### src/rtl/normShiftPkg.sv
package normShiftPkg;

  typedef enum logic [2:0] {
    OP_LSH    = 3'd0,
    OP_ASH    = 3'd1,
    OP_NORM   = 3'd2,
    OP_DENORM = 3'd3,
    OP_EXP    = 3'd4
  } shOpE;

  typedef enum logic [1:0] {
    AMT_DIRECT = 2'd0,
    AMT_NEG    = 2'd1,
    AMT_EXP    = 2'd2
  } amtSrcE;

  typedef struct packed {
    logic   ldResult;
    logic   ldExp;
    logic   updBlk;
    logic   clrBlk;
    logic   arith;
    logic   orMode;
    logic   hiLo;
    amtSrcE amtSrc;
  } shCtrlS;

endpackage

### src/rtl/normShiftCtrl.sv
module normShiftCtrl
  import normShiftPkg::*;
(
  input  logic       opValid,
  input  logic [2:0] opSel,
  input  logic       hiLo,
  input  logic       orMode,
  input  logic       blkClear,
  output shCtrlS     ctl
);

  always_comb begin
    ctl          = '0;
    ctl.amtSrc   = AMT_DIRECT;
    ctl.hiLo     = hiLo;
    ctl.orMode   = orMode;
    ctl.clrBlk   = blkClear;
    if (opValid) begin
      case (opSel)
        OP_LSH: begin
          ctl.ldResult = 1'b1;
        end
        OP_ASH: begin
          ctl.ldResult = 1'b1;
          ctl.arith    = 1'b1;
        end
        OP_NORM: begin
          ctl.ldResult = 1'b1;
          ctl.ldExp    = 1'b1;
          ctl.arith    = 1'b1;
          ctl.amtSrc   = AMT_EXP;
        end
        OP_DENORM: begin
          ctl.ldResult = 1'b1;
          ctl.arith    = 1'b1;
          ctl.amtSrc   = AMT_NEG;
        end
        OP_EXP: begin
          ctl.ldExp    = 1'b1;
          ctl.updBlk   = 1'b1;
        end
        default: ;
      endcase
    end
  end

endmodule

### src/rtl/normShiftPath.sv
module normShiftPath
  import normShiftPkg::*;
#(
  parameter int DATA_W = 16,
  parameter int AMT_W  = 7
) (
  input  logic                        clk,
  input  logic                        rstN,
  input  shCtrlS                      ctl,
  input  logic [AMT_W-1:0]            amount,
  input  logic [DATA_W-1:0]           dataIn,
  output logic [2*DATA_W-1:0]         result,
  output logic [$clog2(DATA_W)-1:0]   expOut,
  output logic [$clog2(DATA_W)-1:0]   blkExp
);

  localparam int RES_W = 2 * DATA_W;
  localparam int EXP_W = $clog2(DATA_W);
  localparam int SH_W  = AMT_W + 1;
  localparam int STG   = $clog2(RES_W);
  localparam logic [EXP_W-1:0] EXP_MAX = EXP_W'(DATA_W - 1);

  // exponent: redundant sign bits below the MSB
  logic [EXP_W-1:0] derivedExp;
  always_comb begin
    logic stillSign;
    derivedExp = '0;
    stillSign  = 1'b1;
    for (int i = DATA_W - 2; i >= 0; i--) begin
      if (stillSign && (dataIn[i] == dataIn[DATA_W-1]))
        derivedExp = derivedExp + EXP_W'(1);
      else
        stillSign = 1'b0;
    end
  end

  // operand placement in the wide field
  logic [RES_W-1:0] placed;
  always_comb begin
    if (ctl.hiLo)
      placed = {dataIn, {DATA_W{1'b0}}};
    else
      placed = {{DATA_W{ctl.arith & dataIn[DATA_W-1]}}, dataIn};
  end

  // effective signed count
  logic signed [SH_W-1:0] directAmt, effAmt;
  logic        [SH_W-1:0] mag;
  assign directAmt = $signed({amount[AMT_W-1], amount});
  always_comb begin
    case (ctl.amtSrc)
      AMT_NEG: effAmt = -directAmt;
      AMT_EXP: effAmt = $signed({{(SH_W-EXP_W){1'b0}}, derivedExp});
      default: effAmt = directAmt;
    endcase
  end
  assign mag = effAmt[SH_W-1] ? SH_W'(-effAmt) : SH_W'(effAmt);

  logic fillBit, saturate, goLeft;
  assign fillBit  = ctl.arith & placed[RES_W-1];
  assign saturate = |mag[SH_W-1:STG];
  assign goLeft   = ~effAmt[SH_W-1];

  // logarithmic barrel stages
  logic [RES_W-1:0] lStage [STG+1];
  logic [RES_W-1:0] rStage [STG+1];
  assign lStage[0] = placed;
  assign rStage[0] = placed;
  for (genvar s = 0; s < STG; s++) begin : g_stage
    localparam int D = 1 << s;
    assign lStage[s+1] = mag[s] ? {lStage[s][RES_W-1-D:0], {D{1'b0}}} : lStage[s];
    assign rStage[s+1] = mag[s] ? {{D{fillBit}}, rStage[s][RES_W-1:D]} : rStage[s];
  end

  logic [RES_W-1:0] shifted;
  always_comb begin
    if (goLeft)
      shifted = saturate ? '0 : lStage[STG];
    else
      shifted = saturate ? {RES_W{fillBit}} : rStage[STG];
  end

  always_ff @(posedge clk) begin
    if (!rstN) begin
      result <= '0;
      expOut <= '0;
      blkExp <= EXP_MAX;
    end else begin
      if (ctl.ldResult)
        result <= ctl.orMode ? (result | shifted) : shifted;
      if (ctl.ldExp)
        expOut <= derivedExp;
      if (ctl.clrBlk)
        blkExp <= EXP_MAX;
      else if (ctl.updBlk && (derivedExp < blkExp))
        blkExp <= derivedExp;
    end
  end


  result_hold_chk: assert property (@(posedge clk) disable iff (!rstN)
    !ctl.ldResult |=> $stable(result));


  or_keep_chk: assert property (@(posedge clk) disable iff (!rstN)
    (ctl.ldResult && ctl.orMode) |=> ((result & $past(result)) == $past(result)));


  blk_min_chk: assert property (@(posedge clk) disable iff (!rstN)
    !ctl.clrBlk |=> (blkExp <= $past(blkExp)));

endmodule

### src/rtl/normShifter.sv
module normShifter
  import normShiftPkg::*;
#(
  parameter int DATA_W = 16,
  parameter int AMT_W  = 7
) (
  input  logic                      clk,
  input  logic                      rstN,
  input  logic                      opValid,
  input  logic [2:0]                opSel,
  input  logic                      hiLo,
  input  logic                      orMode,
  input  logic [AMT_W-1:0]          amount,
  input  logic [DATA_W-1:0]         dataIn,
  input  logic                      blkClear,
  output logic [2*DATA_W-1:0]       result,
  output logic [$clog2(DATA_W)-1:0] expOut,
  output logic [$clog2(DATA_W)-1:0] blkExp
);

  shCtrlS ctl;

  normShiftCtrl ctrl_i (
    .opValid (opValid),
    .opSel   (opSel),
    .hiLo    (hiLo),
    .orMode  (orMode),
    .blkClear(blkClear),
    .ctl     (ctl)
  );

  normShiftPath #(.DATA_W(DATA_W), .AMT_W(AMT_W)) path_i (
    .clk   (clk),
    .rstN  (rstN),
    .ctl   (ctl),
    .amount(amount),
    .dataIn(dataIn),
    .result(result),
    .expOut(expOut),
    .blkExp(blkExp)
  );


  norm_msb_chk: assert property (@(posedge clk) disable iff (!rstN)
    (opValid && opSel == 3'd2 && hiLo && !orMode &&
     dataIn != '0 && dataIn != '1)
    |=> (result[2*DATA_W-1] != result[2*DATA_W-2]));


  idle_hold_chk: assert property (@(posedge clk) disable iff (!rstN)
    !opValid |=> ($stable(result) && $stable(expOut)));

endmodule

### config.mk
export PLATFORM = sky130hd
export DESIGN_NAME = normShifter
export DESIGN_NICKNAME = d
export VERILOG_FILES = /design/src/rtl/normShiftPkg.sv /design/src/rtl/normShiftCtrl.sv /design/src/rtl/normShiftPath.sv /design/src/rtl/normShifter.sv
export SDC_FILE = /design/constraint.sdc
export NUM_CORES = 1
export LEC_CHECK = 0
export BUFFER_PORTS_ARGS = -buffer_cell sky130_fd_sc_hd__buf_2
export CAP_MARGIN = 20
export CORE_MARGIN = 3
export CORE_UTILIZATION = 30
export CTS_BUF_LIST = sky130_fd_sc_hd__clkbuf_4
export CTS_CLUSTER_SIZE = 24
export DETAILED_ROUTE_END_ITERATION = 12
export GPL_TIMING_DRIVEN = 0
export SYNTH_ARGS = -nofsm -noshare
export SYNTH_HDL_FRONTEND = slang
export SYNTH_HIERARCHICAL = 1
export SYNTH_SLANG_ARGS = --single-unit
### constraint.sdc
create_clock -name clk -period 29 [get_ports clk]
set_clock_uncertainty 0.05 [all_clocks]
set_input_delay 5.8 -clock clk [delete_from_list [all_inputs] [get_ports clk]]
set_output_delay 5.8 -clock clk [all_outputs]
set_load 0.02 [all_outputs]
* After elaboration in Yosys (flattened, before gate mapping) *
Index checks and enable logic that the tools add are counted.

operators by class
  add/sub/neg operators = 16
  multiply operators = 0
  divide/modulo/power cells = 0
  $lt $le $gt $ge = 1
  equal/unequal tests = 21
  shifts and indexed selects = 0
  mux-type cells = 54
  bitwise gates (word level) = 4
  reductions and logical operators = 21

operator list
  operator                                             number
  2-to-1 mux 32 bit                                    15
  adder 4 x 1 -> 4 bit, second input constant          14
  2-to-1 mux 4 bit                                     14
  OR 32 bit                                            1
  2-to-1 mux 1 bit                                     20
  one-hot mux 8 bit (2 select lines)                   1
  equality test 1 bit                                  15
  logical AND 1 bit                                    15
  2-to-1 mux 8 bit                                     1
  negator 7 -> 8 bit                                   1
  negator 8 bit                                        1
  equality test 3 x 2 -> 1 bit, second input constant  2
  OR reduction 3 bit                                   2
  less-than comparator 4 bit                           1
  one-hot mux 2 bit (2 select lines)                   1
  OR reduction 2 bit                                   2
  OR reduction 4 bit                                   1
  equality test 3 x 1 -> 1 bit, second input constant  1
  equality test 3 bit, second input constant           1
  zero test 3 bit                                      1
  2-to-1 mux 3 bit                                     1
  AND 1 bit                                            2
  equality test 2 x 1 -> 1 bit, second input constant  1
  equality test 2 bit, second input constant           1
  2 further kinds                                      2

word-level totals
  register bits after elaboration = 40
  bits in latches = 0
  memory bits (writable) = 0
  memory bits (read-only) = 0
  output and inout bits = 40
  logic and storage cells = 120
  memories kept = 0

* Logic depth before layout (Yosys ltp) *
  word-level depth = 42
  mapped depth = 50

* Hierarchy *
The synthesis kept the hierarchy.

modules (own cells, without submodules)
  module         times used  cells each  area each (µm²)
  normShiftPath  1           1096        7410.9
  normShiftCtrl  1           10          87.6

* Worst setup path before layout *
OpenSTA, ideal clock, no wires.

  path kind = in2reg
  start = in dataIn[15]
  end = reg path_i.result[25]
  arrival = 14026 ps
  data required time = 28824 ps
  setup slack = 14797 ps
  stages = 48
  cell sequence = buf_6 -> buf_6 -> buf_2 -> or2_2 -> o22ai_1 -> ha_1 -> a21oi_1 -> nor2_1 -> ha_1 -> nor2_1 -> a21oi_1 -> o221ai_1 -> nand2_1 -> ha_1 -> mux2_2 -> ha_1 -> nor2b_1 -> a2111oi_0 -> (+12 left out) -> ha_1 -> mux2i_1 -> nor2_1 -> nand2_1 -> a221oi_2 -> a21oi_1 -> ha_1 -> mux2_2 -> a21oi_1 -> buf_2 -> buf_2 -> buf_2 -> nand2_1 -> a31o_2 -> o211ai_1 -> o21ai_1 -> a222oi_1 -> a21oi_1

on the way
  elaborated cells between the ends (all ways) = 94
  classes of those cells = add/sub (15); eq/ne (15); mux (46); bitwise (3); reduce/logical (15)

RTL lines
  item                                                              RTL line                                  text
  from (decl)                                                       normShifter.sv:14                         input logic [DATA_W-1:0] dataIn,
  equality test 1 bit                                               normShiftPath.sv:30                       if (stillSign && (dataIn[i] == dataIn[DATA_W-1]))
  2-to-1 mux 1 bit                                                  normShiftPath.sv:30
  adder 4 x 1 -> 4 bit / logical AND 1 bit (equally long branches)  normShiftPath.sv:31, normShiftPath.sv:30
  2-to-1 mux 4 bit / 2-to-1 mux 1 bit (equally long branches)       normShiftPath.sv:30
  adder 4 x 1 -> 4 bit / logical AND 1 bit (equally long branches)  normShiftPath.sv:31, normShiftPath.sv:30
  2-to-1 mux 4 bit / 2-to-1 mux 1 bit (equally long branches)       normShiftPath.sv:30
  adder 4 x 1 -> 4 bit / logical AND 1 bit (equally long branches)  normShiftPath.sv:31, normShiftPath.sv:30
  2-to-1 mux 4 bit / 2-to-1 mux 1 bit (equally long branches)       normShiftPath.sv:30
  (+22 left out)                                                    --
  net path_i.derivedExp[1]                                          normShiftPath.sv:24                       logic [EXP_W-1:0] derivedExp;
  one-hot mux 8 bit (2 select lines) *                              normShiftPath.sv:51                       case (ctl.amtSrc)
  negator 8 bit                                                     normShiftPath.sv:57                       assign mag = effAmt[SH_W-1] ? SH_W'(-effAmt) : SH_W'(effAmt);
  2-to-1 mux 8 bit *                                                normShiftPath.sv:57
  2-to-1 mux 32 bit (on tied branches) (4 in a row)                 normShiftPath.sv:71, normShiftPath.sv:72
  2-to-1 mux 32 bit (on tied branches)                              normShiftPath.sv:78, normShiftPath.sv:80
  2-to-1 mux 32 bit *                                               normShiftPath.sv:77                       if (goLeft)
  OR 32 bit                                                         normShiftPath.sv:90                       result <= ctl.orMode ? (result | shifted) : shifted;
  2-to-1 mux 32 bit *                                               normShiftPath.sv:90
  to (signal assigned)                                              normShiftPath.sv:90
  to (decl)                                                         normShiftPath.sv:12                       output logic [2*DATA_W-1:0] result,

Mark *: on every way through the listed nets, which the timed path passes. The rest lies on a longest branch.
A chain may end at the register's enable or synchronous reset.

* Final worst setup path *
  start = in dataIn[15]
  end = reg path_i.result[18]

Same word-level chain as after synthesis.

==> run_results.csv <==
group,metric,value,unit
run_status,status,"completed",
synth,synth_enable_flop_cells,0,
critical_path,worstPathRequired,29.31,ns
cells_and_area,drive_gt1_frac,0.150,
global_route,grt.overflow.total,0,
floorplanning,fp.dieH,164,um
clocking,clockBufferDepth,2,
clocking,path_clk_slew,0.14,ns
synth,synthCells,1106,
critical_path,startpoint,"dataIn[15]",
clocking,cts_sinks,40,
critical_path,path_common_cell,"ha_1",
hold_path,min-delay-start,"path_i/result[23]",
clocking,cts_resized,0,
floorplanning,die_x,164,um
pwr,p_int,0.140,mW
cells_and_area,syn_to_final_growth,10.5,%
placement,finalWeightedCongestion,1.05,
floorplanning,rows,57,
critical_path,cp.arrival,16.53,ns
placement,io_buffers,59,
pwr,irDropWorstVdd,0.0137,mV
cells_and_area,final.fill_count,2679,
global_route,grt_max_degree,14,
synth,syn-cell-area,0.00750,mm2
synth,synth_top_area_share,0.107,
sta,hold_ws,0.425,ns
synth,syn_avg_cell_area,6.78,um2
critical_path,crit_family,"compound AO/OA/AOI/OAI gates",
synth,yosys.area.top_type,"dfxtp_1",
floorplanning,dieArea,0.0269,mm2
floorplanning,core_area,0.0245,mm2
sta,fin_setup_tns,0,ns
sta,slew_violations,0,
synth,yosys-top-cells-area,"dfxtp_1 11%, nand2_1 8.6%, mux2i_1 8.1%",
clocking,postCtsSetupBuffers,0,
synth,synth_warnings,6,
drt,drc,0,
critical_path,reg2reg_setup_slack,27.13,ns
job,maxCapViolations,0,
pwr,switching_power,0.161,mW
critical_path,cp-end-kind,"flip-flop",
pwr,swShare,0.535,
global_route,grt_pass1_vias,8753,
synth,synth_nets,1157,
synth,ys_ff_latch,40,
drt,post_drt_wl_per_cell,22.4,um
sta,fmax,61.6,MHz
critical_path,crit_slowest_cell,"a2111oi_0",
pwr,comb_power_share,0.669,
synth,synth_flop_cell,"dfxtp_1",
sta,hold_viol,0,
sta,finalCritPeriodShare,0.559,
critical_path,slowest_delay,0.81,ns
global_route,grt_usage,0.243,
floorplanning,io_pins,72,
critical_path,cp-start-kind,"input port",
sta,rsz0062_at_grt,"false",
clocking,cts-root-buf,"clkbuf_4",
clocking,numCtsBuffers,5,
drt,first_pass_iters,6,
synth,synthArstFlopShare,0,
pwr,power_leakage,3.26,nW
drt,wirelength,33.7,mm
drt,antenna_left,0,
clocking,clkLatencyLatePin,0.40,ns
pwr,p_per_area,36.3,mW/mm2
floorplanning,start_util,0.307,
cells_and_area,finalNetCount,1224,
drt,avgViaCountPerCell,6.31,
sta,maxSlewHeadroom,0.401,
clocking,cts_tree,"built",
clocking,holdBufCountCts,0,
sta,worstMarginPinSlew,0.892,ns
drt,drtIter0Drc,1569,
global_route,grt_first_pass_wirelength,51.3,mm
synth,synth_cell_types,103,
pwr,power_frac_seq,0.196,
drt,vias,9454,
critical_path,path_max_fanout,10,
placement,hpwl,26.7,mm
global_route,antenna_found_initial,2,
clocking,htree_levels,2,
hold_path,hp-class,"reg -> reg",
synth,yosysSeqAreaShare,0.107,
sta,fin_crit,16.22,ns
critical_path,crit_type,"in -> reg",
critical_path,crit_buf_inv,6,
sta,setup_viol,0,
critical_path,reg2reg_from,"path_i/blkExp[1]",
pwr,pwr-share-clk,0.135,
-- area by class of cell --
cell class	instances	area, um2	share of cell area
multi-input cells	946	6110	0.738
flip-flops and latches	40	801	0.0966
plain buffers	100	507	0.0612
well taps	324	405	0.0489
repair buffers	60	300	0.0362
inverters	20	77.6	0.00936
clock inverters	3	42.5	0.00513
clock buffers	5	37.5	0.00453
diodes	1	2.50	0.000302
-- state kept, by name, indices dropped and copies added, names as in the netlist --
name,cells
path_i/result,32
path_i/blkExp,4
path_i/expOut,4
-- placed cells by master (no fill, tap or decap), drive strengths merged, types with 5 or more instances in the layout --
master	n
a211o	6
a211oi	35
a21o	23
a21oi	98
a221oi	10
a22oi	11
a31oi	25
a32oi	6
and2	12
buf	113
clkbuf	52
dfxtp	40
ha	19
inv	20
mux2	14
mux2i	63
nand2	173
nand2b	13
nand3	44
nand4	10
nor2	89
nor2b	10
nor3	31
nor3b	6
nor4	7
o211ai	16
o21a	8
o21ai	82
o22a	5
o22ai	16
o31ai	10
or2	9
or3	9
xnor2	14
xor2	7
-- path summary, 6_finish.rpt --
check / end / cells past startpoint
worst max-delay path: path_i/result[18] / 48
worst min register to register: path_i/result[23] / 2
worst min-delay path: path_i/result[23] / 2
worst max register to register: path_i/blkExp[0] / 9
-- power groups by stage --
stage               clock network (mW)  registers, mW  logic, mW
finish                          0.0406         0.0591      0.201
floorplan                            0         0.0631      0.130
detailed placement                   0         0.0603      0.191
global route                    0.0435         0.0595      0.212
global placement                     0         0.0602      0.193
CTS                             0.0418         0.0591      0.192
-- logic make-up (layout without fill, tap and decap cells) --
family                     after synthesis  count (layout)  share of synthesized area
adders and majority gates               19              19                     0.0317
buffers and inverters                  120             188                     0.0779
and+or+nand+nor                        428             428                      0.274
muxes                                   79              79                      0.115
xor gates and xnor gates                23              23                     0.0412
other                                    0               1                          0
DFF                                     40              40                      0.107
AOI/OAI and AO/OA                      397             397                      0.354
-- cells in the mapped netlist (10+ instances only) --
library cell  number
nand2_1          172
a21oi_1           98
nor2_1            85
mux2i_1           61
o21ai_0           61
clkbuf_1          46
nand3_1           43
dfxtp_1           40
a211oi_1          33
buf_2             32
nor3_1            29
a31oi_1           24
a21o_1            23
o21ai_1           20
ha_1              19
inv_1             18
o211ai_1          16
o22ai_1           15
nand2b_1          13
and2_1            12
a22oi_1           11
buf_4             10
-- metrics by stage --
stage	setup WS (ns)	power [mW]	area, um2	util	instances
finish	12.78	0.301	8290	0.339	1499
floorplan	14.80	0.193	7500	-	1106
detailed placement	12.65	0.252	8200	0.335	1489
global route	12.24	0.315	8290	0.339	1499
global placement	12.74	0.253	8200	0.335	1489
CTS	13.05	0.293	8280	0.338	1497
-- worst min-delay path, delay by kind of cell (launching register included) --
family             cells  cell delay (ns)
and+or+nand+nor        1             0.06
AOI/OAI and AO/OA      1             0.05
DFF                    1             0.33
-- metal layers --
| metal | track usage | share of wire | routed length [um] |
|---|---|---|---|
| met5 | 0 | 0.00039 | 13 |
| met4 | 0.0880 | 0.042 | 1400 |
| met3 | 0.0456 | 0.11 | 3720 |
| met2 | 0.366 | 0.42 | 14300 |
| met1 | 0.343 | 0.42 | 14200 |
No activity file was read; power rests on OpenSTA's default activity.
